==> src/rtl/regprot_pkg.sv <==
package regprot_pkg;
  typedef enum logic [1:0] {
    RGN_NONE   = 2'd0,
    RGN_DIRECT = 2'd1,
    RGN_ALIAS  = 2'd2,
    RGN_LOCK   = 2'd3
  } region_e;
endpackage

==> src/rtl/regprot_decode.sv <==
module regprot_decode
  import regprot_pkg::*;
#(
  parameter int ADDR_W     = 14,
  parameter int REG_BYTES  = 64,
  parameter int ALIAS_BASE = 'h2000,
  parameter int LOCK_BASE  = 'h3800,
  localparam int IDX_W     = $clog2(REG_BYTES),
  localparam int LOCKS     = REG_BYTES / 4,
  localparam int LK_W      = $clog2(LOCKS)
) (
  input  logic [ADDR_W-1:0] addr,
  output region_e           rgn,
  output logic [IDX_W-1:0]  byte_idx,
  output logic [LK_W-1:0]   lock_idx
);
  localparam logic [ADDR_W-1:0] DirEnd   = ADDR_W'(REG_BYTES);
  localparam logic [ADDR_W-1:0] AliasLo  = ADDR_W'(ALIAS_BASE);
  localparam logic [ADDR_W-1:0] AliasEnd = ADDR_W'(ALIAS_BASE + REG_BYTES);
  localparam logic [ADDR_W-1:0] LockLo   = ADDR_W'(LOCK_BASE);
  localparam logic [ADDR_W-1:0] LockEnd  = ADDR_W'(LOCK_BASE + LOCKS);

  always_comb begin
    rgn      = RGN_NONE;
    byte_idx = IDX_W'(addr);
    lock_idx = LK_W'(addr - LockLo);
    if (addr < DirEnd) begin
      rgn = RGN_DIRECT;
    end else if (addr >= AliasLo && addr < AliasEnd) begin
      rgn      = RGN_ALIAS;
      byte_idx = IDX_W'(addr - AliasLo);
    end else if (addr >= LockLo && addr < LockEnd) begin
      rgn = RGN_LOCK;
    end
  end
endmodule

==> src/rtl/regprot_bank.sv <==
module regprot_bank #(
  parameter int DEPTH = 64,
  localparam int IDX_W = $clog2(DEPTH)
) (
  input  logic             clk,
  input  logic             we,
  input  logic [IDX_W-1:0] addr,
  input  logic [7:0]       wdata,
  output logic [7:0]       rdata
);
  logic [7:0] mem [DEPTH];

  // single port, read-first: maps onto block RAM
  always_ff @(posedge clk) begin
    if (we) mem[addr] <= wdata;
    rdata <= mem[addr];
  end
endmodule

==> src/rtl/regprot_locks.sv <==
module regprot_locks #(
  parameter int REG_BYTES = 64,
  localparam int IDX_W    = $clog2(REG_BYTES),
  localparam int LK_W     = $clog2(REG_BYTES / 4)
) (
  input  logic                 clk,
  input  logic                 rst,
  input  logic                 set_en,
  input  logic [IDX_W-1:0]     set_idx,
  input  logic                 grp_we,
  input  logic [LK_W-1:0]      grp_idx,
  input  logic [7:0]           grp_wdata,
  output logic [3:0]           rd_nibble,
  output logic [REG_BYTES-1:0] lock_vec
);
  always_ff @(posedge clk) begin
    if (rst) begin
      lock_vec <= '0;
    end else begin
      if (set_en) lock_vec[set_idx] <= 1'b1;
      if (grp_we) begin
        for (int k = 0; k < 4; k++) begin
          if (grp_wdata[7-k]) lock_vec[{grp_idx, 2'(k)}] <= grp_wdata[3-k];
        end
      end
    end
  end

  // lock of byte 4n+k appears at bit 3-k
  always_ff @(posedge clk) begin
    if (rst) rd_nibble <= '0;
    else rd_nibble <= {lock_vec[{grp_idx, 2'd0}], lock_vec[{grp_idx, 2'd1}],
                       lock_vec[{grp_idx, 2'd2}], lock_vec[{grp_idx, 2'd3}]};
  end
endmodule

==> src/rtl/regprot_unit.sv <==
module regprot_unit
  import regprot_pkg::*;
#(
  parameter int ADDR_W     = 14,
  parameter int REG_BYTES  = 64,
  parameter int ALIAS_BASE = 'h2000,
  parameter int LOCK_BASE  = 'h3800
) (
  input  logic              clk,
  input  logic              rst,
  input  logic              bus_valid,
  input  logic              bus_write,
  input  logic              bus_super,
  input  logic [ADDR_W-1:0] bus_addr,
  input  logic [7:0]        bus_wdata,
  output logic [7:0]        rd_data,
  output logic              rd_valid,
  output logic              acc_err
);
  localparam int IDX_W = $clog2(REG_BYTES);
  localparam int LK_W  = $clog2(REG_BYTES / 4);

  region_e              rgn, rgn_q;
  logic [IDX_W-1:0]     byte_idx;
  logic [LK_W-1:0]      lock_idx;
  logic [REG_BYTES-1:0] lock_vec;
  logic [7:0]           bank_q;
  logic [3:0]           lock_nib;
  logic                 wr, in_bank, byte_locked;
  logic                 bank_we, set_en, grp_we, err_d;

  regprot_decode #(
    .ADDR_W(ADDR_W), .REG_BYTES(REG_BYTES),
    .ALIAS_BASE(ALIAS_BASE), .LOCK_BASE(LOCK_BASE)
  ) u_dec (
    .addr(bus_addr), .rgn(rgn), .byte_idx(byte_idx), .lock_idx(lock_idx)
  );

  assign wr          = bus_valid & bus_write;
  assign in_bank     = (rgn == RGN_DIRECT) | (rgn == RGN_ALIAS);
  assign byte_locked = lock_vec[byte_idx];
  assign bank_we     = wr & in_bank & ~byte_locked;
  assign set_en      = bank_we & (rgn == RGN_ALIAS);
  assign grp_we      = wr & (rgn == RGN_LOCK) & bus_super;
  assign err_d       = wr & ((in_bank & byte_locked) | ((rgn == RGN_LOCK) & ~bus_super));

  regprot_bank #(.DEPTH(REG_BYTES)) u_bank (
    .clk(clk), .we(bank_we), .addr(byte_idx), .wdata(bus_wdata), .rdata(bank_q)
  );

  regprot_locks #(.REG_BYTES(REG_BYTES)) u_locks (
    .clk(clk), .rst(rst),
    .set_en(set_en), .set_idx(byte_idx),
    .grp_we(grp_we), .grp_idx(lock_idx), .grp_wdata(bus_wdata),
    .rd_nibble(lock_nib), .lock_vec(lock_vec)
  );

  always_ff @(posedge clk) begin
    if (rst) begin
      rd_valid <= 1'b0;
      acc_err  <= 1'b0;
      rgn_q    <= RGN_NONE;
    end else begin
      rd_valid <= bus_valid & ~bus_write;
      acc_err  <= err_d;
      rgn_q    <= rgn;
    end
  end

  always_comb begin
    case (rgn_q)
      RGN_DIRECT, RGN_ALIAS: rd_data = bank_q;
      RGN_LOCK:              rd_data = {4'b0000, lock_nib};
      default:               rd_data = 8'h00;
    endcase
  end
endmodule

==> config.mk <==
export PLATFORM = sky130hd
export DESIGN_NAME = regprot_unit
export DESIGN_NICKNAME = d
export VERILOG_FILES = /design/src/rtl/regprot_pkg.sv /design/src/rtl/regprot_decode.sv /design/src/rtl/regprot_bank.sv /design/src/rtl/regprot_locks.sv /design/src/rtl/regprot_unit.sv
export SDC_FILE = /design/constraint.sdc
export NUM_CORES = 1
export LEC_CHECK = 0
export ABC_AREA = 1
export CORE_ASPECT_RATIO = 1.5
export CORE_MARGIN = 5
export CORE_UTILIZATION = 30
export CTS_CLUSTER_DIAMETER = 200
export CTS_CLUSTER_SIZE = 10
export DETAILED_ROUTE_END_ITERATION = 16
export DONT_BUFFER_PORTS = 1
export GPL_TIMING_DRIVEN = 0
export HOLD_SLACK_MARGIN = 0.02
export SLEW_MARGIN = 20
export SYNTH_ARGS = -nofsm -noshare
export SYNTH_HDL_FRONTEND = slang
export SYNTH_HIERARCHICAL = 1
export SYNTH_SLANG_ARGS = --single-unit
==> constraint.sdc <==
create_clock -name clk -period 9.2 [get_ports clk]
set_input_delay 1.84 -clock clk [delete_from_list [all_inputs] [get_ports clk]]
set_output_delay 1.84 -clock clk [all_outputs]
set_load 0.05 [all_outputs]
==> impl_metrics.toml <==
[grt]
grt_start_max_net_pins = 68
grt_use_total_pct = 18.14
grt_antenna_before_repair = 1
grt-ovfl-total = 0
grt_pass1_wl_mm = 132.2
grt_pass1_vias = 20250

[clocking]
post_cts_buffers = 0
cts_sinks = 592
cts_max_level = 3
postCtsResizedCells = 0
ctsRootBufferMaster = "clkbuf_16"
cts_hold_buf = 0
clkTransAtPathRegs_ps = 60
clockBufferDepth = 3
clock_latency_ps = 610
cts_tree = "done"
cts_made_buffers = 69

[floorplanning]
start_util_pct = 30.24
die_w_um = 256.4
rows = 135
dieArea_um2 = 97360
core_area_um2 = 90370
io_pins = 37
die_y_um = 379.7

[worst_setup_path]
crit_required_ps = 9410
crit_slowest_cell = "nor2_1"
crit_arrival_ps = 5790
critPathLaunchType = "input pin"
reg2reg_from = "u_locks/lock_vec[49]"
path_cells = "buf_4, buf_6, buf_2, nand3_1, nand3_1, nand2_1, nand2_1, nand3_1, nand3_2, nand2_2, nor2_1, clkbuf_1, nand4_1, nor2_1"
worstSetupEndpointType = "flip-flop"
cp_slowest_stage_delay_ps = 1140
worstPathMaxFanout = 10
worstSetupPathType = "in -> reg"
reg2reg_slack_ps = 5090
reg2regPathDepth = 12
worstReg2RegEnd = "u_bank/mem[30][5]"
cp_common_cell = "nand3_1"

[route]
vias_per_cell = 4.905
drt_iter0_drc = 1780
wl_per_cell_um = 21.01
drcViolationCount = 0
vias = 21420
firstDrtPassIters = 5
wl_mm = 91.71
ant_nets = 0

[sta]
hold-worst-slack_ps = 474.5
finalMaxSlewViolations = 0
min_period_ps = 5582
slew_headroom_pct = 17.77
worst_slew_pin_slew_ps = 1229
hold_viol = 0
setup_tns_ps = 0
finalSetupViolCount = 0
post-route-period-util_pct = 60.68
clock.fmax_mhz = 179.1
fin_skew_ps = 27.22
rsz0062_at_grt = "no"

[worst_hold_path]
hold_end = "u_locks/lock_vec[52]"
min_from = "u_locks/lock_vec[52]"
hp-class = "reg -> reg"
hold_depth = 2

[synthesis]
syn_area_um2 = 27330
synth.top_cells.by_count = "1756 x nand2_1, 512 x edfxtp_1, 206 x nor2_1"
synth_most_common_cell = "nand2_1"
synth-seq-area-share_pct = 62.12
synth-async-reset-ratio_pct = 0
synthTopCellsByArea = "edfxtp_1 56%, nand2_1 24%, dfxtp_1 5.9%"
synth_top_area_share_pct = 56.26
synth_area_per_cell_um2 = 8.839
post_synth_num_cell_types = 39
ys_warn_count = 6
syn_inst = 3092
synth-edff-count = 512
synth.largest_area_cell = "edfxtp_1"
synth.ff_latch_count = 592
synth_nets = 3123
synth_ff_type = "edfxtp_1"

[cells_and_area]
drive_gt1_share_pct = 7.620
antenna_cells = 0
syn_to_final_growth_pct = 12.53
fin_nets = 3196

[pwr]
leakage_nw = 12.64
peakVddDrop_mv = 0.1317
p_per_area_nw_per_um2 = 187.0

[run_status]
status = "complete, no violations"

[placed_design]
port_buffers = 0
gp_congestion = 0.9634
hpwl_mm = 62.98

[job]
cap_viol_max_count = 0
worst max-delay path by stage:
stage / start / to
floorplan: bus_addr[1] / u_bank/mem[40][0]
finish: bus_addr[1] / u_bank/mem[30][5]
detailed placement: bus_addr[1] / u_bank/mem[31][5]
global route: bus_addr[1] / u_bank/mem[30][5]
global placement: bus_addr[1] / u_bank/mem[31][7]
CTS: bus_addr[1] / u_bank/mem[31][5]
flip-flops by register name (all words and copies together) (netlist names):
| register | count |
|---|---|
| u_bank/rdata | 8 |
| acc_err | 1 |
| u_locks/lock_vec | 64 |
| rd_valid | 1 |
| u_locks/rd_nibble | 4 |
| u_bank/mem | 512 |
| rgn_q | 2 |
cell type report:
class                      instances  area [µm²]
inverter                         112       427.9
timing repair buffer               2       10.01
buffer                           147       908.4
fill                            9181       59610
clock buffer                     103        1876
multi-input combinational       2241        9036
clock inverter                     5       62.56
tap                             1164        1456
sequential                       592       16980
layer usage:
layer	part of all wire (%)	vias to the layer above	track usage (%)
li1	-	10070	-
met1	36	10190	20.39
met2	50	864	31.79
met3	5.9	285	2.610
met4	7.8	0	12.29
met5	0	-	0
placed cells by master, fill, tap and decap left out, types with 19 or more instances in the layout:
cell and count:
nand2_1 1756, edfxtp_1 512, nor2_1 203, inv_1 102, dfxtp_1 80, nand3_1 79
clkbuf_16 70, clkbuf_1 68, buf_2 64, a21oi_1 50, o21ai_0 39, buf_6 24
buf_4 19
power breakdown:
part	switching [mW]	leakage (nW)	internal (mW)
clock	1.05	0.932	1.40
sequential	0.00235	5.25	2.92
combinational	0.277	6.47	0.0939
total	1.33	12.6	4.42
logic make-up (layout without fill, tap and decap cells):
group           count (synthesis)  in the layout  share of synthesized area, %
simple gates                 2115           2115                         30.36
buf+inv                       259            369                         4.890
flops                         592            592                         62.12
compound gates                122            122                         2.445
fa+ha+maj                       4              4                        0.1831
metrics by stage:
stage          instances  instance area, µm²  worst slack [ps]  total power, mW  util [%]
2_1_floorplan       3092               27330              4719            3.205         -
3_3_place_gp        4256               28790              3216            3.338     31.85
3_5_place_dp        4258               28810              3177            3.339     31.88
4_1_cts             4366               30750              3810            5.793     34.03
5_1_grt             4366               30750              3673            5.942     34.03
6_report            4366               30750              3618            5.749     34.03
critical path: cells and delay by family:
family / cells / cell delay, ps
buffers and inverters: 4 / 1040
AND/OR/NAND/NOR: 10 / 2890
No activity file was read; power rests on OpenSTA's default activity.
